--- src/rtl/bank_select_decoder.sv ---
module bank_select_decoder #(
  parameter int ADDR_W = 30,
  parameter int NBANK  = 8,
  parameter int MIN_LG = 21
) (
  input  logic              clk,
  input  logic              rst_n,
  input  logic [ADDR_W-1:0] addr,
  input  logic              acc_valid,
  input  logic              cfg_wr,
  input  logic              cfg_sel,
  input  logic [31:0]       cfg_wdata,
  output logic [31:0]       cfg_rdata,
  input  logic [1:0]        strap_w0,
  output logic [NBANK-1:0]  cs_n,
  output logic [1:0]        bank_width,
  output logic              bank_wait,
  output logic              bank_lane,
  output logic              decode_miss
);
  localparam int SLOT_LSB = ADDR_W - 3;
  localparam int OFF_W    = ADDR_W - 2;

  logic [31:4] attr_q;
  logic [2:0]  size_q;

  always_ff @(posedge clk or negedge rst_n) begin
    if (!rst_n) begin
      attr_q <= '0;
      size_q <= '0;
    end else if (cfg_wr) begin
      if (cfg_sel) size_q <= cfg_wdata[2:0];
      else         attr_q <= cfg_wdata[31:4];
    end
  end

  logic [31:0] attr_all;
  assign attr_all  = {attr_q, 2'b00, strap_w0};
  assign cfg_rdata = cfg_sel ? {29'd0, size_q} : attr_all;

  logic [2:0]        slot;
  logic [2:0]        lg;
  logic              upper, rsv;
  logic [ADDR_W-1:0] off_ext, span;
  logic              in6, in7;

  assign slot    = addr[ADDR_W-1:SLOT_LSB];
  assign upper   = slot[2] & slot[1];
  assign lg      = {~size_q[2], size_q[1:0]};
  assign rsv     = (lg == 3'd7);
  assign off_ext = {2'b00, addr[OFF_W-1:0]};
  assign span    = ADDR_W'(1) << (MIN_LG + int'(lg));
  assign in6     = off_ext < span;
  assign in7     = !in6 && (off_ext < (span << 1));

  logic       hit;
  logic [2:0] idx;

  always_comb begin
    hit = 1'b0;
    idx = slot;
    if (acc_valid) begin
      if (!upper) hit = 1'b1;
      else if (!rsv && in6) begin hit = 1'b1; idx = 3'd6; end
      else if (!rsv && in7) begin hit = 1'b1; idx = 3'd7; end
    end
  end

  logic [3:0] fld;
  assign fld         = attr_all[{idx, 2'b00} +: 4];
  assign cs_n        = ~(hit ? (NBANK'(1) << idx) : NBANK'(0));
  assign bank_width  = hit ? fld[1:0] : 2'b00;
  assign bank_wait   = hit & fld[2];
  assign bank_lane   = hit & fld[3];
  assign decode_miss = acc_valid & upper & ~hit;

  a_r4_one_select: assert property (@(posedge clk) disable iff (!rst_n)
    $onehot0(~cs_n));
  a_r4_idle_quiet: assert property (@(posedge clk) disable iff (!rst_n)
    !acc_valid |-> (&cs_n && !decode_miss));
  a_r3_miss_no_select: assert property (@(posedge clk) disable iff (!rst_n)
    decode_miss |-> &cs_n);
  a_r1_low_slot: assert property (@(posedge clk) disable iff (!rst_n)
    (acc_valid && addr[ADDR_W-1:SLOT_LSB] < 3'd6) |-> (cs_n[addr[ADDR_W-1:SLOT_LSB]] == 1'b0));
  a_r6_bank0_strap: assert property (@(posedge clk) disable iff (!rst_n)
    !cs_n[0] |-> (bank_width == strap_w0));
  a_r7_size_update: assert property (@(posedge clk) disable iff (!rst_n)
    (cfg_wr && cfg_sel) |=> (size_q == $past(cfg_wdata[2:0])));
endmodule

--- config.mk ---
export PLATFORM = sky130hd
export DESIGN_NAME = bank_select_decoder
export DESIGN_NICKNAME = d
export VERILOG_FILES = /design/src/rtl/bank_select_decoder.sv
export SDC_FILE = /design/constraint.sdc
export NUM_CORES = 1
export LEC_CHECK = 0
export BUFFER_PORTS_ARGS = -buffer_cell sky130_fd_sc_hd__buf_2
export CELL_PAD_IN_SITES_DETAIL_PLACEMENT = 0
export CELL_PAD_IN_SITES_GLOBAL_PLACEMENT = 1
export CORE_ASPECT_RATIO = 1.75
export CORE_MARGIN = 3
export CORE_UTILIZATION = 37
export DETAILED_ROUTE_END_ITERATION = 10
export GPL_TIMING_DRIVEN = 0
export MAX_ROUTING_LAYER = met4
export PLACE_DENSITY_LB_ADDON = 0.1
export SLEW_MARGIN = 20
export SYNTH_ARGS = -nofsm -noshare
export SYNTH_HDL_FRONTEND = slang
export SYNTH_SLANG_ARGS = --single-unit
--- constraint.sdc ---
create_clock -name clk -period 6.4 [get_ports clk]
set_input_delay 0.64 -clock clk [delete_from_list [all_inputs] [get_ports clk]]
set_output_delay 0.64 -clock clk [all_outputs]
set_load 0.01 [all_outputs]
Yosys cells after proc, flatten, opt, wreduce, memory -nomap -nowiden:

Cells that the tools add are included.

* bits in registers: 31
* input bits: 69
* output and inout bits: 45
* word-level logic and storage cells: 36

* $add $sub $neg: 1
* magnitude comparators: 2
* equality and inequality tests: 1
* shift-type cells: 3
* muxes and demuxes: 11
* bitwise logic cells: 9
* reductions and logical operators: 7

Operator list (number)
* less-than comparator 28 x 30 -> 1 bit: 2
* two-way mux 32 bit: 1
* variable part select 32 x 6 -> 4 bit: 1
* << shifter 1 x 6 -> 30 bit (first input constant): 1
* two-way mux 3 bit: 4
* two-way mux 8 bit: 1
* NOT 8 bit: 1
* << shifter 1 x 3 -> 8 bit (first input constant): 1
* adder 5 x 3 -> 6 bit (first input constant): 1
* AND 1 bit: 5
* two-way mux 1 bit: 4
* AND reduction 2 bit: 2
* == test 3 bit (second input constant): 1
* logical AND 1 bit: 3
* NOT 1 bit: 3
* logical NOT 1 bit: 2
* two-way mux 2 bit: 1

Longest topological paths before layout:

* word-level depth: 14
* depth in mapped cells: 14
* gate-level depth less buffers: 13

Worst setup path before layout:

Ideal clock, no wire load.

* path kind: reg2out
* start point: register size_q[2]
* end point: output bank_width[0]
* arrival: 3.415 ns
* data required time: 5.760 ns
* slack: 2.345 ns
* stages on the path, launching flop included: 15
* path buffers: 1
* path through: dfrtp_1 -> clkbuf_1 -> inv_1 -> ha_1 -> nor2b_1 -> nand2_1 -> ha_1 -> a21oi_1 -> a21boi_0 -> o31a_1 -> nor3_1 -> inv_1 -> nand2_4 -> mux2_4 -> a211o_1

* longest elaborated chain between the ends: 13
* elaborated cells between the ends (all ways): 21
* classes of those cells: add/sub (1); order compare (2); eq/ne (1); shift (2); mux (9); bitwise (1); reduce/logical (5)

Ends and longest elaborated chain
* from (decl): RTL line 25 `logic [2:0] size_q;`
* from (signal assigned): RTL line 32 `if (cfg_sel) size_q <= cfg_wdata[2:0];`
* NOT 1 bit *: RTL line 49 `assign lg = {~size_q[2], size_q[1:0]};`
* adder 5 x 3 -> 6 bit: RTL line 52 `assign span = ADDR_W'(1) << (MIN_LG + int'(lg));`
* << shifter 1 x 6 -> 30 bit: RTL line 52
* less-than comparator 28 x 30 -> 1 bit: RTL line 53 `assign in6 = off_ext < span;`
* logical NOT 1 bit: RTL line 54 `assign in7 = !in6 && (off_ext < (span << 1));`
* logical AND 1 bit: RTL line 54
* logical AND 1 bit: RTL line 65 `else if (!rsv && in7) begin hit = 1'b1; idx = 3'd7; end`
* two-way mux 3 bit: RTL line 65
* two-way mux 3 bit: RTL line 64 `else if (!rsv && in6) begin hit = 1'b1; idx = 3'd6; end`
* two-way mux 3 bit: RTL line 63 `if (!upper) hit = 1'b1;`
* two-way mux 3 bit: RTL line 62 `if (acc_valid) begin`
* variable part select 32 x 6 -> 4 bit: RTL line 70 `assign fld = attr_all[{idx, 2'b00} +: 4];`
* two-way mux 2 bit *: RTL line 72 `assign bank_width = hit ? fld[1:0] : 2'b00;`
* to (decl): RTL line 16 `output logic [1:0] bank_width,`

Every way passes the cells marked *; elsewhere a longest branch is shown, timed or not.

Worst setup path after layout:

Ends and elaborated chain as after synthesis.

==> metrics <==
RSZ-0062 raised after global routing=no; Crit. End Element=output port; dpl hpwl=5860 µm; initial antenna violation count=0; power per cell area=203 nW/µm²; setup TNS=0 ns; Worst Hold Class=in -> async; # clock sinks=31; post-route insts no fill=440; Root Driver=clkbuf_8; die area=7610 µm²; final net count=453; final setup violating endpoints=0; area grow syn2layout=27.5%; prevailing post-synth register cell=dfrtp_1; # fillers=707; total power=0.000628 W; Final Max Slew Viols=0; Critical R2R Launch=size_q[2]; worst slew pin tran=0.796 ns; status=complete, no violations; post-route ant nets=0; Ys Warns=0; VDD IR max=0.000170 V; fmax=195 MHz; final hold violation count=0; clk buf depth=2; CP startpoint=size_q[2]; Async SR Flop Fraction=1.00; Hold-fix buffers, CTS=0; Yosys cell types=45; Crit Path Category=reg -> out; slowest CP cell=nor3_1; DRT iter0 DRCs=43; crit share post-route=0.801; row count=38; Seq cells post-synth=31; CTS clk-pin slew, worst paths=0.07 ns; largest net degree at the start of global routing=32; Post-CTS Resized=0; number of enable flip-flop cells after synthesis=0; register area=776 µm²; first-pass GRT wire length=10800 µm; Synth Instances=254; grt ovf=0; Die Height=113 µm; Syn Area/Cell=9.56 µm²; WL/cell=16.1 µm; CTS buffer count=5; placed instance count=432; Inserted Diodes=0; Post-Route WL=7090 µm; CTS tree=built; CP required=5.76 ns; Max Cap Viol=0; DR vias=2252; leakage=1.46 nW; I/O Pins=114; FF-to-FF setup slack=5.43 ns; Multi-input gate area=1600 µm²; Vias per Instance=5.12; DRT Pass-1 Iters=4; DIE WIDTH=67.2 µm; Core ar.=6280 µm²; Initial Util=0.387; fin crit period=5.13 ns; Mapped Area=2430 µm²; startpoint types=flop; critical path fanouts, max=9; vias in the first global route=2312; Buffers on Ports=95; DRC viols=0; worst skew pair latency=0.28 ns; share of cells above drive strength 1=0.414; max incr delay on CP=0.54 ns; clk_skew=0 ns; register area share after synthesis=0.320; Final GP Congestion=0.795; # Post-CTS Setup Buffers=0; crit path cell chain=clkbuf_1 > inv_1 > ha_1 > nor2b_1 > nand2_1 > ha_1 > a21oi_1 > a21boi_0 > o31a_1 > nor3_1 > inv_1 > nand2_4 > mux2_4 > a211o_1 > buf_2; gr usage total=0.194; WP data arrival=4.49 ns; Slew HR=0.463; H-tree Lvls=2
[state kept, by name, summed over array words and instances (netlist names)]
name	flops
attr_q	28
size_q	3
[layer usage]
layer  track usage  vias to the layer above  share of wire
met5             -                        -              0
met4        0.0447                        0          0.010
met3        0.0218                        5          0.035
met2         0.378                       53           0.58
met1         0.196                     1076           0.38
li1              -                     1118              -
[kinds of logic (layout without fill, tap and decap cells)]
kind of cell | after synthesis | after routing | synth area share
adders and majority gates | 25 | 25 | 0.129
muxes | 37 | 37 | 0.173
DFF | 31 | 31 | 0.320
other | 2 | 5 | 0.00309
buffers and inverters | 16 | 119 | 0.0263
AOI/OAI and AO/OA | 40 | 40 | 0.120
and+or+nand+nor | 103 | 103 | 0.230
[worst paths after layout]
kind	to	cells after the start
min	attr_q[20]	1
max	bank_width[0]	15
min reg2reg	attr_q[22]	1
max in group asynchronous	size_q[1]	1
min in group clk	attr_q[22]	1
max reg2reg	size_q[2]	2
[worst max-delay path: cells and delay by family, from the launching register on]
kind | cells | cell delay (ns)
buffers and inverters | 4 | 0.83
DFF | 1 | 0.32
and+or+nand+nor | 4 | 1.15
adders and majority gates | 2 | 0.77
muxes | 1 | 0.31
AOI/OAI and AO/OA | 4 | 0.84
[layout make-up]
cell class,instances,share of cell area
Multi-Input combinational cell,210,0.517
Sequential cell,31,0.251
Timing Repair Buffer,95,0.154
Tap cell,80,0.0323
Clock buffer,7,0.0247
Buffer,10,0.0133
Inverter,6,0.00728
Clock inverter,1,0.00162
[synth_stat cells (2+ instances only)]
master,n,area share
and2_1,2,0.0052
inv_1,6,0.0093
conb_1,2,0.0031
a21oi_1,8,0.016
mux2_2,35,0.16
clkbuf_1,7,0.011
and3_2,3,0.0093
nor2_1,16,0.025
nand3_1,10,0.021
dfrtp_1,31,0.32
ha_1,25,0.13
o21ai_0,8,0.016
buf_1,2,0.0031
a211oi_1,4,0.012
nand2_1,20,0.031
a31oi_1,2,0.0052
nand4_1,5,0.013
nor2b_1,34,0.088
o211ai_1,3,0.0093
a21boi_0,3,0.0093
nor3_1,4,0.0082
[where the power goes]
group          total, W  switching (W)  internal (W)
clock          0.000148      0.0000719     0.0000762
combinational  0.000231       0.000120      0.000111
sequential     0.000248      0.0000235      0.000225
[cells in the final DEF, fill, tap and decap left out, drive strengths merged, types with 2 or more instances in the layout]
master  synthesis  routed
nor2b          34      34
and3            4       4
conb            2       5
nor3            4       4
inv             6       6
ha             25      25
and2            2       2
a21oi           8       8
nand4           5       5
a21boi          3       3
buf             3      98
or2             2       2
clkbuf          7      14
nor2           16      16
a31oi           2       2
o221ai          2       2
o211ai          3       3
a21o            2       2
dfrtp          31      31
nand3          11      11
a211oi          4       4
nand2          21      21
mux2           36      36
o21ai           8       8
[stage by stage]
stage,util,hold slack (ns),area [µm²],setup slack [ns]
final,0.493,0.411,3100,1.27
after global routing,0.493,0.459,3100,0.927
after CTS,0.493,0.436,3100,1.23
after detailed placement,0.480,0.518,3010,1.55
after global placement,0.480,0.507,3010,1.60
after floorplan,-,0.344,2440,2.35
No activity file was read; power rests on OpenSTA's default activity.
